## config.mk

```make
export PLATFORM = sky130hd
export DESIGN_NAME = flash_cmd_seq
export DESIGN_NICKNAME = d
export VERILOG_FILES = /design/src/rtl/flash_seq_pkg.sv /design/src/rtl/flash_cmd_decoder.sv /design/src/rtl/flash_status_gen.sv /design/src/rtl/flash_read_path.sv /design/src/rtl/flash_cmd_seq.sv
export SDC_FILE = /design/constraint.sdc
export NUM_CORES = 1
export LEC_CHECK = 0
export BUFFER_PORTS_ARGS = -buffer_cell sky130_fd_sc_hd__buf_2
export CORE_AREA = 2 2 76 78
export DETAILED_ROUTE_END_ITERATION = 8
export DIE_AREA = 0 0 78 80
export PLACE_DENSITY = 0.82
export SYNTH_ARGS = -nofsm -noshare
export SYNTH_HDL_FRONTEND = slang
export SYNTH_SLANG_ARGS = --single-unit
export TNS_END_PERCENT = 20
```

## constraint.sdc

```tcl
create_clock -name clk -period 3.8 [get_ports clk]
set_input_delay 0.38 -clock clk [delete_from_list [all_inputs] [get_ports clk]]
set_output_delay 0.38 -clock clk [all_outputs]
set_load 0.1 [all_outputs]
```

## src/rtl/flash_seq_pkg.sv

```systemverilog
`timescale 1ns/1ps
// Shared opcodes, state and job encodings for the flash command sequencer.
package flash_seq_pkg;
    localparam int DATA_W = 8;

    localparam logic [7:0] OP_READ       = 8'h00;
    localparam logic [7:0] OP_IDENT      = 8'h90;
    localparam logic [7:0] OP_PROG       = 8'h40;
    localparam logic [7:0] OP_AUTO_ERASE = 8'h30;
    localparam logic [7:0] OP_ERASE      = 8'h20;
    localparam logic [7:0] OP_VERIFY     = 8'hA0;
    localparam logic [7:0] OP_RESET      = 8'hFF;
    localparam logic [7:0] ID_MFR        = 8'hC2;
    localparam logic [7:0] ID_DEV        = 8'h1A;

    typedef enum logic [2:0] {
        M_ARRAY, M_IDENT, M_VERIFY, M_SET_PROG,
        M_SET_AUTO, M_SET_ERASE, M_ABORT1, M_BUSY
    } seq_state_t;

    typedef enum logic [1:0] {
        JOB_NONE = 2'd0, JOB_PROG = 2'd1, JOB_AUTO_ERASE = 2'd2, JOB_ERASE = 2'd3
    } job_kind_t;
endpackage

```

## src/rtl/flash_cmd_decoder.sv

```systemverilog
`timescale 1ns/1ps
// Command decoder: walks the one- and two-write command sequences,
// launches jobs and captures the verify address.
// Assumes wr_stb is a one-cycle pulse and job_done a one-cycle pulse.
module flash_cmd_decoder
    import flash_seq_pkg::*;
#(
    parameter int ADDR_W = 17
) (
    input  logic              clk,
    input  logic              rst_n,
    input  logic              hv_ok,
    input  logic              wr_stb,
    input  logic [ADDR_W-1:0] addr,
    input  logic [DATA_W-1:0] wdata,
    input  logic              job_done,
    output seq_state_t        state_q,
    output logic              job_start,
    output logic [1:0]        job_kind,
    output logic [ADDR_W-1:0] job_addr,
    output logic [DATA_W-1:0] job_data,
    output logic [ADDR_W-1:0] vaddr_q
);
    seq_state_t state_n;
    logic       start_n;
    job_kind_t  kind_n;
    logic       read_class;
    logic       verify_cap;

    assign read_class = (state_q == M_ARRAY) || (state_q == M_IDENT) || (state_q == M_VERIFY);
    assign verify_cap = hv_ok && wr_stb && read_class && (wdata == OP_VERIFY);

    // Next-state and job-launch decode.
    always_comb begin
        state_n = state_q;
        start_n = 1'b0;
        kind_n  = JOB_NONE;
        if (!hv_ok) begin
            state_n = M_ARRAY;
        end else if (state_q == M_BUSY) begin
            if (job_done) state_n = M_ARRAY;
        end else if (wr_stb) begin
            case (state_q)
                M_SET_PROG: begin
                    if (wdata == OP_RESET) state_n = M_ABORT1;
                    else begin
                        state_n = M_BUSY;
                        start_n = 1'b1;
                        kind_n  = JOB_PROG;
                    end
                end
                M_SET_AUTO: begin
                    if (wdata == OP_AUTO_ERASE) begin
                        state_n = M_BUSY;
                        start_n = 1'b1;
                        kind_n  = JOB_AUTO_ERASE;
                    end else if (wdata == OP_RESET) state_n = M_ABORT1;
                    else state_n = M_ARRAY;
                end
                M_SET_ERASE: begin
                    if (wdata == OP_ERASE) begin
                        state_n = M_BUSY;
                        start_n = 1'b1;
                        kind_n  = JOB_ERASE;
                    end else if (wdata == OP_RESET) state_n = M_ABORT1;
                    else state_n = M_ARRAY;
                end
                M_ABORT1: state_n = M_ARRAY;
                default: begin
                    case (wdata)
                        OP_IDENT:      state_n = M_IDENT;
                        OP_PROG:       state_n = M_SET_PROG;
                        OP_AUTO_ERASE: state_n = M_SET_AUTO;
                        OP_ERASE:      state_n = M_SET_ERASE;
                        OP_VERIFY:     state_n = M_VERIFY;
                        default:       state_n = M_ARRAY;
                    endcase
                end
            endcase
        end
    end

    // State register and one-cycle start pulse.
    always_ff @(posedge clk) begin
        if (!rst_n) begin
            state_q   <= M_ARRAY;
            job_start <= 1'b0;
        end else begin
            state_q   <= state_n;
            job_start <= start_n;
        end
    end

    // Job parameter capture on the confirming write.
    always_ff @(posedge clk) begin
        if (!rst_n) begin
            job_kind <= 2'(JOB_NONE);
            job_addr <= '0;
            job_data <= '0;
        end else if (start_n) begin
            job_kind <= 2'(kind_n);
            job_addr <= addr;
            job_data <= wdata;
        end
    end

    // Erase-verify address capture.
    always_ff @(posedge clk) begin
        if (!rst_n)          vaddr_q <= '0;
        else if (verify_cap) vaddr_q <= addr;
    end

    p_hv_low_array_r1: assert property (@(posedge clk) disable iff (!rst_n)
        !hv_ok |=> state_q == M_ARRAY)
        else $error("R1: mode not array after hv low");

    p_start_pulse_r4: assert property (@(posedge clk) disable iff (!rst_n)
        job_start |=> !job_start)
        else $error("R4: start pulse longer than one cycle");

    p_start_from_write_r5: assert property (@(posedge clk) disable iff (!rst_n)
        job_start |-> $past(wr_stb && hv_ok))
        else $error("R5: job started without an accepted write");
endmodule

```

## src/rtl/flash_status_gen.sv

```systemverilog
`timescale 1ns/1ps
// Status byte generator for running jobs: polling bit on bit 7,
// alternating bit on bit 6, zeros below.
// Assumes busy is high for the whole job and rd_stb is a one-cycle pulse.
module flash_status_gen
    import flash_seq_pkg::*;
(
    input  logic              clk,
    input  logic              rst_n,
    input  logic              busy,
    input  logic              rd_stb,
    input  logic [1:0]        job_kind,
    input  logic              job_d7,
    output logic [DATA_W-1:0] status
);
    logic toggle_q;
    logic poll_bit;

    // Alternating bit: parked at 0 when idle, inverted per read while busy.
    always_ff @(posedge clk) begin
        if (!rst_n || !busy) toggle_q <= 1'b0;
        else if (rd_stb)     toggle_q <= ~toggle_q;
    end

    // Polling bit: inverse data bit for programs, 0 for erases.
    always_comb begin
        poll_bit = (job_kind == 2'(JOB_PROG)) ? ~job_d7 : 1'b0;
        status   = {poll_bit, toggle_q, {(DATA_W-2){1'b0}}};
    end
endmodule

```

## src/rtl/flash_read_path.sv

```systemverilog
`timescale 1ns/1ps
// Read data selector and output register.
// Assumes arr_rdata already reflects the address the top presents.
module flash_read_path
    import flash_seq_pkg::*;
#(
    parameter int ADDR_W = 17
) (
    input  logic              clk,
    input  logic              rst_n,
    input  logic              rd_stb,
    input  seq_state_t        state_q,
    input  logic [ADDR_W-1:0] addr,
    input  logic [DATA_W-1:0] arr_rdata,
    input  logic [DATA_W-1:0] status,
    output logic [DATA_W-1:0] rdata
);
    logic [DATA_W-1:0] sel;

    // Source selection by read mode.
    always_comb begin
        case (state_q)
            M_IDENT: begin
                if (addr == ADDR_W'(0))      sel = ID_MFR;
                else if (addr == ADDR_W'(1)) sel = ID_DEV;
                else                         sel = '0;
            end
            M_BUSY:  sel = status;
            default: sel = arr_rdata;
        endcase
    end

    // Output register, loaded only by a read strobe.
    always_ff @(posedge clk) begin
        if (!rst_n)      rdata <= '0;
        else if (rd_stb) rdata <= sel;
    end

    p_rdata_hold_r12: assert property (@(posedge clk) disable iff (!rst_n)
        !rd_stb |=> $stable(rdata))
        else $error("R12: rdata moved without a read");
endmodule

```

## src/rtl/flash_cmd_seq.sv

```systemverilog
`timescale 1ns/1ps
// Top of the flash command sequencer: decoder, status generator and
// read path, plus the array address steering for erase-verify.
// Assumes a synchronous host bus with one-cycle strobes.
module flash_cmd_seq
    import flash_seq_pkg::*;
#(
    parameter int ADDR_W = 17
) (
    input  logic              clk,
    input  logic              rst_n,
    input  logic              hv_ok,
    input  logic [ADDR_W-1:0] addr,
    input  logic [7:0]        wdata,
    input  logic              wr_stb,
    input  logic              rd_stb,
    output logic [7:0]        rdata,
    output logic [ADDR_W-1:0] arr_addr,
    input  logic [7:0]        arr_rdata,
    output logic              verify_en,
    output logic              job_start,
    output logic [1:0]        job_kind,
    output logic [ADDR_W-1:0] job_addr,
    output logic [7:0]        job_data,
    input  logic              job_done
);
    seq_state_t        state_q;
    logic [ADDR_W-1:0] vaddr_q;
    logic [DATA_W-1:0] status;
    logic              busy;

    assign busy = (state_q == M_BUSY);

    flash_cmd_decoder #(.ADDR_W(ADDR_W)) u_dec (
        .clk(clk), .rst_n(rst_n), .hv_ok(hv_ok), .wr_stb(wr_stb),
        .addr(addr), .wdata(wdata), .job_done(job_done),
        .state_q(state_q), .job_start(job_start), .job_kind(job_kind),
        .job_addr(job_addr), .job_data(job_data), .vaddr_q(vaddr_q)
    );

    flash_status_gen u_stat (
        .clk(clk), .rst_n(rst_n), .busy(busy), .rd_stb(rd_stb),
        .job_kind(job_kind), .job_d7(job_data[DATA_W-1]), .status(status)
    );

    flash_read_path #(.ADDR_W(ADDR_W)) u_rd (
        .clk(clk), .rst_n(rst_n), .rd_stb(rd_stb), .state_q(state_q),
        .addr(addr), .arr_rdata(arr_rdata), .status(status), .rdata(rdata)
    );

    // Array address steering: verify holds the captured byte address.
    always_comb begin
        verify_en = (state_q == M_VERIFY);
        arr_addr  = verify_en ? vaddr_q : addr;
    end

    p_busy_ignores_write_r10: assert property (@(posedge clk) disable iff (!rst_n)
        (busy && hv_ok && !job_done) |=> busy)
        else $error("R10: left busy without done");

    p_start_enters_busy_r4: assert property (@(posedge clk) disable iff (!rst_n)
        job_start |-> busy)
        else $error("R4: start pulse outside busy");

    p_verify_addr_hold_r11: assert property (@(posedge clk) disable iff (!rst_n)
        (verify_en && !wr_stb && hv_ok) |=> (verify_en && $stable(arr_addr)))
        else $error("R11: verify address moved");

    p_status_low_bits_r8: assert property (@(posedge clk) disable iff (!rst_n)
        (busy && rd_stb) |=> rdata[5:0] == 6'd0)
        else $error("R8: status low bits not zero");
endmodule

```

==> summary.md, run 1 <==
| Metric | Value |
|---|---|
| Post-CTS Hold Fix Bufs | 0 |
| Main synth FF type | dfxtp_1 |
| F_max | 416 MHz |
| Worst setup EP type | output pin |
| Crit path time final | 2400 ps |
| Clock tree sinks | 57 |
| Design area | 0.00342 mm² |
| R2R Setup Slk | 1410 ps |
| CP bufs+invs | 2 |
| Final wirelength | 7080 µm |
| Max VDD drop | 0.000222 V |
| Area of the multi-input gates | 0.00154 mm² |
| Row cnt | 27 |
| Wire length per cell | 14.9 µm |
| CTS buffer count | 9 |
| Post-synth cell types | 42 |
| Switching Power | 397 µW |
| CP arrival | 2020 ps |
| Initial core utilization | 0.525 |
| Share of power burned in the clock network | 0.354 |
| Gr usage total | 0.232 |
| Unrepaired setup endpoints after global routing | no |
| Clock root cell | clkbuf_8 |
| # setup viols final | 0 |
| Mapped cell area | 0.00284 mm² |
| TNS Setup | 0 ps |
| Initial antenna violation count | 0 |
| Power Density | 372 mW/mm² |
| EDFF count, synth | 0 |
| Inserted Diodes | 0 |
| Register bit total from synthesis | 57 |
| Depth of the CTS H-tree | 3 |
| Comb pwr share | 0.171 |
| Setup Buffers After CTS | 0 |
| Switching share of power | 0.312 |
| 1st-iter DRT viols | 234 |
| Worst setup SP type | flop |
| Synth top area cells | dfxtp_1 40%, mux2i_1 9.5%, nand2_1 7.3% |
| Die X | 78 µm |
| Register area share after synthesis | 0.402 |
| Flop pwr share | 0.475 |
| Clock Tree Buf Depth | 2 |
| GR Overflow Total | 0 |
| Final worst-path cycle share | 0.632 |
| Clk_lat worst skew | 320 ps |
| Final Skew | 4.00 ps |
| Biggest area consumer among synthesized cells | dfxtp_1 |
| Largest net degree at the start of global routing | 56 |
| Crit-path max cell delay | 550 ps |
| Ratio of cells with drive above 1 in the final layout | 0.319 |
| Max_cap viols | 0 |
| Async set-reset flop share out of synthesis | 0 |
| Total I/O pin count | 93 |
| Layout Nets | 441 |
| Worst rel slew slack | 0.413 |
| First-pass GRT wire length | 11500 µm |
| Port buffer count | 92 |
| Syn nets | 362 |
| Clock-pin slew on the worst setup and hold paths | 60 ps |
| Area Growth Syn to Fin | 20.7% |
| Core area | 0.00541 mm² |
| DRT antenna net count | 0 |
| Placer Congestion | 0.953 |
| DIE AREA | 0.00624 mm² |
| Vias/cell | 5.63 |
| Pleak | 1.40 nW |
| Int Pwr | 877 µW |
| Vias in the first global route | 2378 |
| Hold/Removal Path Class | input port to flop |
| Register area | 0.00114 mm² |
| Required @ worst endpoint | 3420 ps |
| Final hold violation count | 0 |
| Outcome | finished clean |
| DIE HEIGHT | 80 µm |
| Yosys synthesis warning count | 0 |
| Worst-margin pin slew | 880 ps |
| Worst-path cell chain | nand2b_1, nor2_1, buf_4, mux2_2, buf_2 |
| Final HPWL DP | 4960 µm |
| TritonRoute pass-1 iters | 5 |
| Post-CTS Resized | 0 |
| Yosys top cell area share | 0.402 |
| Mean area per synthesized cell | 8.78 µm² |
| Remaining DRCs | 0 |
| Critical Path Slowest Stage Cell | dfxtp_1 |
| Placed inst area | 0.00327 mm² |
| CP Max Fanout | 18 |
| CTS tree | done |
| Crit-path leading delay family | buffers and inverters |
| Critical path type | flop to output pin |
| Synthesized instance count | 323 |
| Via Count | 2684 |
| Max-slew violations | 0 |
| Filler cells | 475 |
path summary, 6_finish.rpt:
path	start	cells after the start	to
worst max register to register	u_dec.state_q[2]	5	u_dec.job_addr[10]
worst min register to register	u_dec.job_data[0]	2	u_dec.job_data[0]
worst max-delay path	u_dec.state_q[2]	5	arr_addr[7]
worst min-delay path	arr_rdata[3]	3	u_rd.rdata[3]
layout by cell type (no fill, tap or decap), types with 2 or more instances in the layout:
master	synthesis	layout
nand2_1	55	55
nand2b_1	7	7
or4_4	2	2
inv_1	2	2
and3b_1	2	2
nand4_1	5	5
a21boi_0	21	21
buf_2	2	92
and3_1	5	5
mux2i_1	27	27
clkinv_2	0	3
nand3_1	23	23
a22oi_1	2	2
dfxtp_1	57	57
nor4_1	6	6
clkbuf_8	0	9
a21oi_1	5	5
a31oi_1	5	5
mux2_2	17	17
o21ai_0	26	26
xnor2_1	2	2
nor4bb_1	2	2
nand3b_1	3	3
xor2_1	2	2
buf_4	1	4
nor2_1	5	5
cells in the mapped netlist (3+ instances only):
master,instances
nand2_1,55
nand4_1,5
nor4_1,6
nand2b_1,7
nand3_1,23
nand3b_1,3
a31oi_1,5
mux2i_1,27
nor2_1,5
a21boi_0,21
a21oi_1,5
mux2_2,17
and3_1,5
o21ai_0,26
dfxtp_1,57
clkbuf_1,21
stage by stage:
| step | worst slack [ps] | hold WS (ps) | util | std cells | power (mW) |
|---|---|---|---|---|---|
| 6_report | 1400 | 325 | 0.633 | 477 | 1.27 |
| 5_1_grt | 1250 | 330 | 0.633 | 477 | 1.32 |
| 4_1_cts | 1390 | 314 | 0.633 | 477 | 1.28 |
| 3_5_place_dp | 1140 | 446 | 0.605 | 463 | 0.835 |
| 3_3_place_gp | 1210 | 442 | 0.605 | 463 | 0.833 |
| 2_1_floorplan | 1140 | 449 | - | 323 | 0.784 |
layout make-up:
class / instances / area share
Clock inverter: 4 / 0.00658
Inverter: 2 / 0.00219
Tap cell: 72 / 0.0263
Multi-Input combinational cell: 236 / 0.451
Clock buffer: 10 / 0.0373
Sequential cell: 57 / 0.333
Timing Repair Buffer: 96 / 0.143
cells by family after synthesis:
family,synth area share
multiplexers,0.163
XOR/XNOR,0.0124
AO/OA/AOI/OAI,0.153
flip-flops,0.402
buffers and inverters,0.0560
AND/OR/NAND/NOR,0.213
power groups by stage:
stage	combinational (mW)	sequential [mW]	clock (mW)
3_5_place_dp	0.216	0.619	0
6_report	0.218	0.606	0.451
4_1_cts	0.217	0.606	0.460
5_1_grt	0.229	0.606	0.489
2_1_floorplan	0.126	0.658	0
3_3_place_gp	0.215	0.619	0
layer usage:
metal | vias to the layer above | wire length, µm | part of all wire | track usage
li1 | 1312 | - | - | -
met1 | 1229 | 3190 | 0.45 | 0.305
met2 | 131 | 3200 | 0.45 | 0.363
met3 | 12 | 580 | 0.082 | 0.0735
met4 | 0 | 111 | 0.016 | 0.0719
met5 | - | 0 | 0 | 0
state kept, by name, indices dropped and copies added (netlist names):
signal / cells
u_dec.vaddr_q: 17
u_dec.job_data: 8
u_rd.rdata: 8
u_dec.job_kind: 2
u_dec.job_addr: 17
u_stat.toggle_q: 1
u_dec.job_start: 1
u_dec.state_q: 3
worst reg2reg max path: stages, from the launching register on:
cell and delay, ps:
dfxtp_1 550, nand2b_1 190, or4_4 590, a21oi_4 340, buf_4 390, mux2i_1 240
Power figures use the tool's default switching activity.
==> run 2: changes to the inputs <==
CORE_AREA = 2 2 82 84   (was 2 2 76 78)
DIE_AREA = 0 0 84 86   (was 0 0 78 80)
PLACE_DENSITY = 0.75   (was 0.82)
clock period = 2.1 ns   (was 3.8 ns; I/O delays follow)
==> summary.md, run 2 (same netlist as run 1, synthesis figures left out) <==
| Metric | Value |
|---|---|
| Outcome | finished clean |
| # setup viols final | 0 (unchanged) |
| Clock tree sinks | 57 (unchanged) |
| DIE AREA | 0.00722 mm² (+16%) |
| Worst-margin pin slew | 496 ps (-385 ps) |
| Share of power burned in the clock network | 0.391 (+0.037) |
| Layout Nets | 457 (+3.6%) |
| Port buffer count | 92 (unchanged) |
| Initial antenna violation count | 0 (unchanged) |
| Remaining DRCs | 0 (unchanged) |
| GR Overflow Total | 0 (unchanged) |
| Required @ worst endpoint | 1890 ps (-1530 ps) |
| Vias in the first global route | 2667 (+12%) |
| Clock root cell | clkbuf_8 |
| R2R Setup Slk | 330 ps (-1080 ps) |
| Most common cell after layout, fill and taps aside | buf_2 |
| Die X | 84 µm (+7.7%) |
| Vias/cell | 5.49 (-2.5%) |
| Cell Count, Final, Fillers Out | 500 (+4.8%) |
| Critical path type | flop to output pin |
| Ratio of cells with drive above 1 in the final layout | 0.345 (+0.0266) |
| Worst rel slew slack | 0.672 (+0.259) |
| Core area | 0.00628 mm² (+16%) |
| Max-slew violations | 0 (unchanged) |
| Final Skew | 8.70 ps (+4.70 ps) |
| Comb pwr share | 0.184 (+0.013) |
| R2R depth | 5 (unchanged) |
| Clk_lat worst skew | 340 ps (+20 ps) |
| Initial core utilization | 0.452 (-0.0729) |
| DRT antenna net count | 0 (unchanged) |
| Worst R2R Start | u_dec.state_q[2] |
| CP endpoint | arr_addr[7] |
| Final wirelength | 7810 µm (+10%) |
| Clock Tree Buf Depth | 2 (unchanged) |
| Post-CTS Resized | 0 (unchanged) |
| First-pass GRT wire length | 12900 µm (+13%) |
| Row cnt | 29 (+7.4%) |
| Int Pwr | 1.82 mW (+110%) |
| Via Count | 2744 (+2.2%) |
| Crit path time final | 2060 ps |
| Power Density | 663 mW/mm² (+78%) |
| Switching Power | 754 µW (+90%) |
| Wire length per cell | 15.6 µm (+5.2%) |
| F_max | 486 MHz |
| TritonRoute pass-1 iters | 4 (-1) |
| Gr usage total | 0.222 (-0.00975) |
| Post-CTS Hold Fix Bufs | 0 (unchanged) |
| Inserted Diodes | 0 (unchanged) |
| Regs by FF count | u_dec.job_addr (17), u_dec.vaddr_q (17) |
| Final hold violation count | 0 (unchanged) |
| R2r endpoint | u_dec.job_addr[16] |
| Clock-pin slew on the worst setup and hold paths | 60 ps (about the same) |
| Filler cells | 563 (+19%) |
| Total I/O pin count | 93 (unchanged) |
| Setup Buffers After CTS | 0 (unchanged) |
| CTS tree | done |
| Area Growth Syn to Fin | 37.0% |
| Hold/Removal Path Class | input port to flop |
| TNS Setup | 0 ps (unchanged) |
| CTS buffer count | 9 (unchanged) |
| Flop pwr share | 0.425 (-0.050) |
| Worst setup EP type | output pin |
| CP Max Fanout | 18 (unchanged) |
| DIE HEIGHT | 86 µm (+7.5%) |
| Unrepaired setup endpoints after global routing | no |
| Depth of the CTS H-tree | 3 (unchanged) |
| Pleak | 1.59 nW (+14%) |
| Max VDD drop | 0.000442 V (+99%) |
| Worst setup SP type | flop |
| Switching share of power | 0.293 (-0.0190) |
| Final worst-path cycle share | 0.981 |
| 1st-iter DRT viols | 214 (-8.5%) |
| CP arrival | 1850 ps (-170 ps) |
| Fin util | 0.619 (-0.0142) |
| Max_cap viols | 0 (unchanged) |
| Cell count after placement | 484 (+4.5%) |
| Placer Congestion | 0.886 (-7.0%) |
| Worst setup path startpoint | u_dec.state_q[1] |
| Largest net degree at the start of global routing | 29 (-48%) |
| Final HPWL DP | 5610 µm (+13%) |
| Most frequent cells in the layout | 74 x buf_2, 57 x dfxtp_1, 55 x nand2_1 |
[run 2: per-layer routing]
layer,up-vias,routed length [µm],GRT usage
met5,-,0,0
met4,0,123,0.0836
met3,11,556,0.0606
met2,105,3650,0.350
met1,1290,3480,0.292
li1,1338,-,-
[run 2: layout make-up]
type,count,area [µm²],area share
sequential,57,1140,0.294
tap,77,96.3,0.0248
clock buffer,13,149,0.0383
inverter,2,7.51,0.00193
clock inverter,3,40.0,0.0103
timing repair buffer,112,906,0.233
multi-input combinational,236,1550,0.398
[run 2: power groups by stage]
stage | Combinational, mW | Clock [mW] | Sequential, mW
4_1_cts | 0.473 | 1.03 | 1.09
3_5_place_dp | 0.472 | 0 | 1.12
5_1_grt | 0.496 | 1.07 | 1.10
6_report | 0.473 | 1.01 | 1.09
2_1_floorplan | 0.229 | 0 | 1.19
3_3_place_gp | 0.466 | 0 | 1.12
[run 2: worst min path at each step]
stage,slack [ps],depth (start not counted),from,endpoint
CTS,130,3,arr_rdata[3],u_rd.rdata[3]
global placement,440,2,u_dec.job_addr[8],u_dec.job_addr[8]
global route,140,3,arr_rdata[3],u_rd.rdata[3]
detailed placement,450,2,u_dec.job_data[1],u_dec.job_data[1]
floorplan,350,2,addr[16],u_dec.job_addr[16]
finish,140,3,arr_rdata[4],u_rd.rdata[4]
[run 2: critical path, cell delays in order (launching register included)]
cell and delay [ps]:
dfxtp_1 330, buf_4 160, nand2b_1 110, nor2_2 160, buf_12 180, mux2_2 390
buf_12 180
[run 2: stage by stage]
| stage | power (mW) | worst slack (ps) | hold slack [ps] | instance area [µm²] |
|---|---|---|---|---|
| after detailed placement | 1.59 | -20.3 | 445 | 3700 |
| after floorplan | 1.42 | 33.2 | 352 | 2840 |
| final | 2.57 | 40.8 | 137 | 3880 |
| after CTS | 2.59 | 54.3 | 128 | 3880 |
| after global routing | 2.67 | 7.05 | 140 | 3880 |
| after global placement | 1.58 | 36.6 | 442 | 3700 |
==> run 3: changes to the inputs <==
CORE_AREA = 2 2 79 81   (was 2 2 82 84)
DIE_AREA = 0 0 81 83   (was 0 0 84 86)
PLACE_DENSITY = 0.77   (was 0.75)
clock period = 2.25 ns   (was 2.1 ns; I/O delays follow)
==> summary.md, run 3 (same netlist as run 1, synthesis figures left out) <==
| Metric | Value |
|---|---|
| Outcome | finished clean |
| Via Count | 2759 (+0.55%) |
| Clk_lat worst skew | 340 ps (about the same) |
| Depth of the CTS H-tree | 3 (unchanged) |
| Final hold violation count | 0 (unchanged) |
| Clock Tree Buf Depth | 2 (unchanged) |
| DIE AREA | 0.00672 mm² (-6.9%) |
| Setup Buffers After CTS | 0 (unchanged) |
| Hold path depth | 3 (unchanged) |
| 1st-iter DRT viols | 239 (+12%) |
| Hold endpoint | u_rd.rdata[4] |
| Worst setup path startpoint | u_dec.state_q[2] |
| Met3 routed WL | 621 µm (+12%) |
| Final wirelength | 7360 µm (-5.8%) |
| Most common cell after layout, fill and taps aside | buf_2 |
| Comb pwr share | 0.192 (+0.008) |
| Post-CTS Hold Fix Bufs | 0 (unchanged) |
| Initial antenna violation count | 0 (unchanged) |
| First-pass GRT wire length | 12300 µm (-4.9%) |
| Total I/O pin count | 93 (unchanged) |
| Initial core utilization | 0.488 (+0.0359) |
| TNS Setup | 0 ps (unchanged) |
| Crit-path max cell delay | 420 ps (+30 ps) |
| Wire length per cell | 15.1 µm (-3.7%) |
| Most frequent cells in the layout | 74 x buf_2, 57 x dfxtp_1, 55 x nand2_1 |
| Largest net degree at the start of global routing | 37 (+28%) |
| Vias in the first global route | 2631 (-1.3%) |
| Routed wl met2 | 3290 µm (-9.9%) |
| Switching share of power | 0.312 (+0.0197) |
| Worst-margin pin slew | 575 ps (+79.4 ps) |
| Power Density | 597 mW/mm² (-9.9%) |
| Regs by FF count | u_dec.job_addr (17), u_dec.vaddr_q (17) |
| Share of power burned in the clock network | 0.353 (-0.038) |
| Row cnt | 28 (-3.4%) |
| Worst R2R Start | u_dec.state_q[2] |
| Final HPWL DP | 5240 µm (-6.5%) |
| Crit path time final | 2170 ps |
| Worst rel slew slack | 0.617 (-0.0552) |
| DRT antenna net count | 0 (unchanged) |
| Clock tree sinks | 57 (unchanged) |
| Max-slew violations | 0 (unchanged) |
| Area Growth Syn to Fin | 32.9% |
| Cell Count, Final, Fillers Out | 489 (-2.2%) |
| Ratio of cells with drive above 1 in the final layout | 0.331 (-0.0142) |
| Cell count after placement | 473 (-2.3%) |
| F_max | 460 MHz |
| Min-delay src | arr_rdata[4] |
| Met1 wire length | 3250 µm (-6.5%) |
| Max_cap viols | 0 (unchanged) |
| Crit-path leading delay family | buffers and inverters |
| CP arrival | 1950 ps (+100 ps) |
| R2R Setup Slk | 320 ps (about the same) |
| Max VDD drop | 0.000322 V (-27%) |
| Gr usage total | 0.229 (+0.00747) |
| Final Skew | 7.36 ps (-1.34 ps) |
| Layout Nets | 448 (-2.0%) |
| Filler cells | 492 (-13%) |
| GR Overflow Total | 0 (unchanged) |
| Port buffer count | 92 (unchanged) |
| CP bufs+invs | 2 (-1) |
| Clock-pin slew on the worst setup and hold paths | 60 ps (about the same) |
| Inserted Diodes | 0 (unchanged) |
| Pleak | 1.53 nW (-3.8%) |
| TritonRoute pass-1 iters | 5 (+1) |
| CTS tree | done |
| CTS buffer count | 9 (unchanged) |
| Required @ worst endpoint | 2030 ps (+140 ps) |
| Worst-path cell chain | nand2b_1, nor2_2, buf_4, mux2_2, buf_12 |
| Core area | 0.00582 mm² (-7.4%) |
| Switching Power | 703 µW (-6.8%) |
| Top sig layer | met4 |
| Final worst-path cycle share | 0.965 |
| Worst setup EP type | output pin |
| R2r endpoint | u_dec.job_addr[14] |
| CP Max Fanout | 18 (unchanged) |
| Flop pwr share | 0.455 (+0.030) |
| Critical Path Slowest Stage Cell | dfxtp_1 |
| # setup viols final | 0 (unchanged) |
| Remaining DRCs | 0 (unchanged) |
| DIE HEIGHT | 83 µm (-3.5%) |
| R2R depth | 5 (unchanged) |
| Post-CTS Resized | 0 (unchanged) |
| Hold/Removal Path Class | input port to flop |
| Worst setup SP type | flop |
| Clock root cell | clkbuf_8 |
| Placer Congestion | 0.886 (about the same) |
| Int Pwr | 1.55 mW (-15%) |
| Die X | 81 µm (-3.6%) |
| Unrepaired setup endpoints after global routing | no |
| Critical path type | flop to output pin |
| Vias/cell | 5.64 (+2.8%) |
[run 3: changes by cell type in the layout (fill, tap and decap cells not counted)]
cell / change
buf_4: -8
clkinv_2: +2
buf_12: -1
bufinv_16: -1
clkbuf_8: -1
[run 3: worst max path at each step]
stage	to	slack [ps]	cells after the start
5_1_grt	arr_addr[15]	10	5
2_1_floorplan	arr_addr[10]	80	5
6_report	arr_addr[15]	80	5
3_5_place_dp	u_dec.job_data[5]	90	6
3_3_place_gp	u_dec.job_addr[13]	150	6
4_1_cts	arr_addr[15]	90	5
[run 3: stage by stage]
stage	utilization	hold WS (ps)	setup slack, ps	cell area (µm²)	power (mW)
final	0.648	160	78.0	3770	2.25
after global routing	0.648	158	11.3	3770	2.33
after CTS	0.648	149	85.4	3770	2.26
after detailed placement	0.621	446	92.4	3610	1.48
after global placement	0.621	440	154	3610	1.47
after floorplan	-	367	82.8	2840	1.32
[run 3: layer usage]
metal  global-route usage  vias to the layer above
met1                0.299                     1285
met2                0.353                      135
met3               0.0554                       24
met5                    0                        -
met4                0.108                        0
li1                     -                     1315
[run 3: power by group through the flow]
stage               logic (mW)  clock network, mW  registers, mW
floorplan                0.213                  0           1.11
global placement         0.428                  0           1.04
detailed placement       0.431                  0           1.05
CTS                      0.432              0.804           1.02
global route             0.453              0.856           1.02
finish                   0.433              0.793           1.02
[run 3: worst min-delay path, cell delays in order]
cell and delay [ps]:
buf_2 100, nand2_1 50, a31oi_1 70
[run 3: layout make-up]
| type | count | area [µm²] | share of cell area |
|---|---|---|---|
| well taps | 75 | 93.8 | 0.0249 |
| flip-flops and latches | 57 | 1140 | 0.303 |
| repair buffers | 103 | 826 | 0.219 |
| multi-input cells | 236 | 1550 | 0.410 |
| clock inverters | 4 | 20.0 | 0.00531 |
| inverters | 2 | 7.51 | 0.00199 |
| clock buffers | 12 | 135 | 0.0359 |
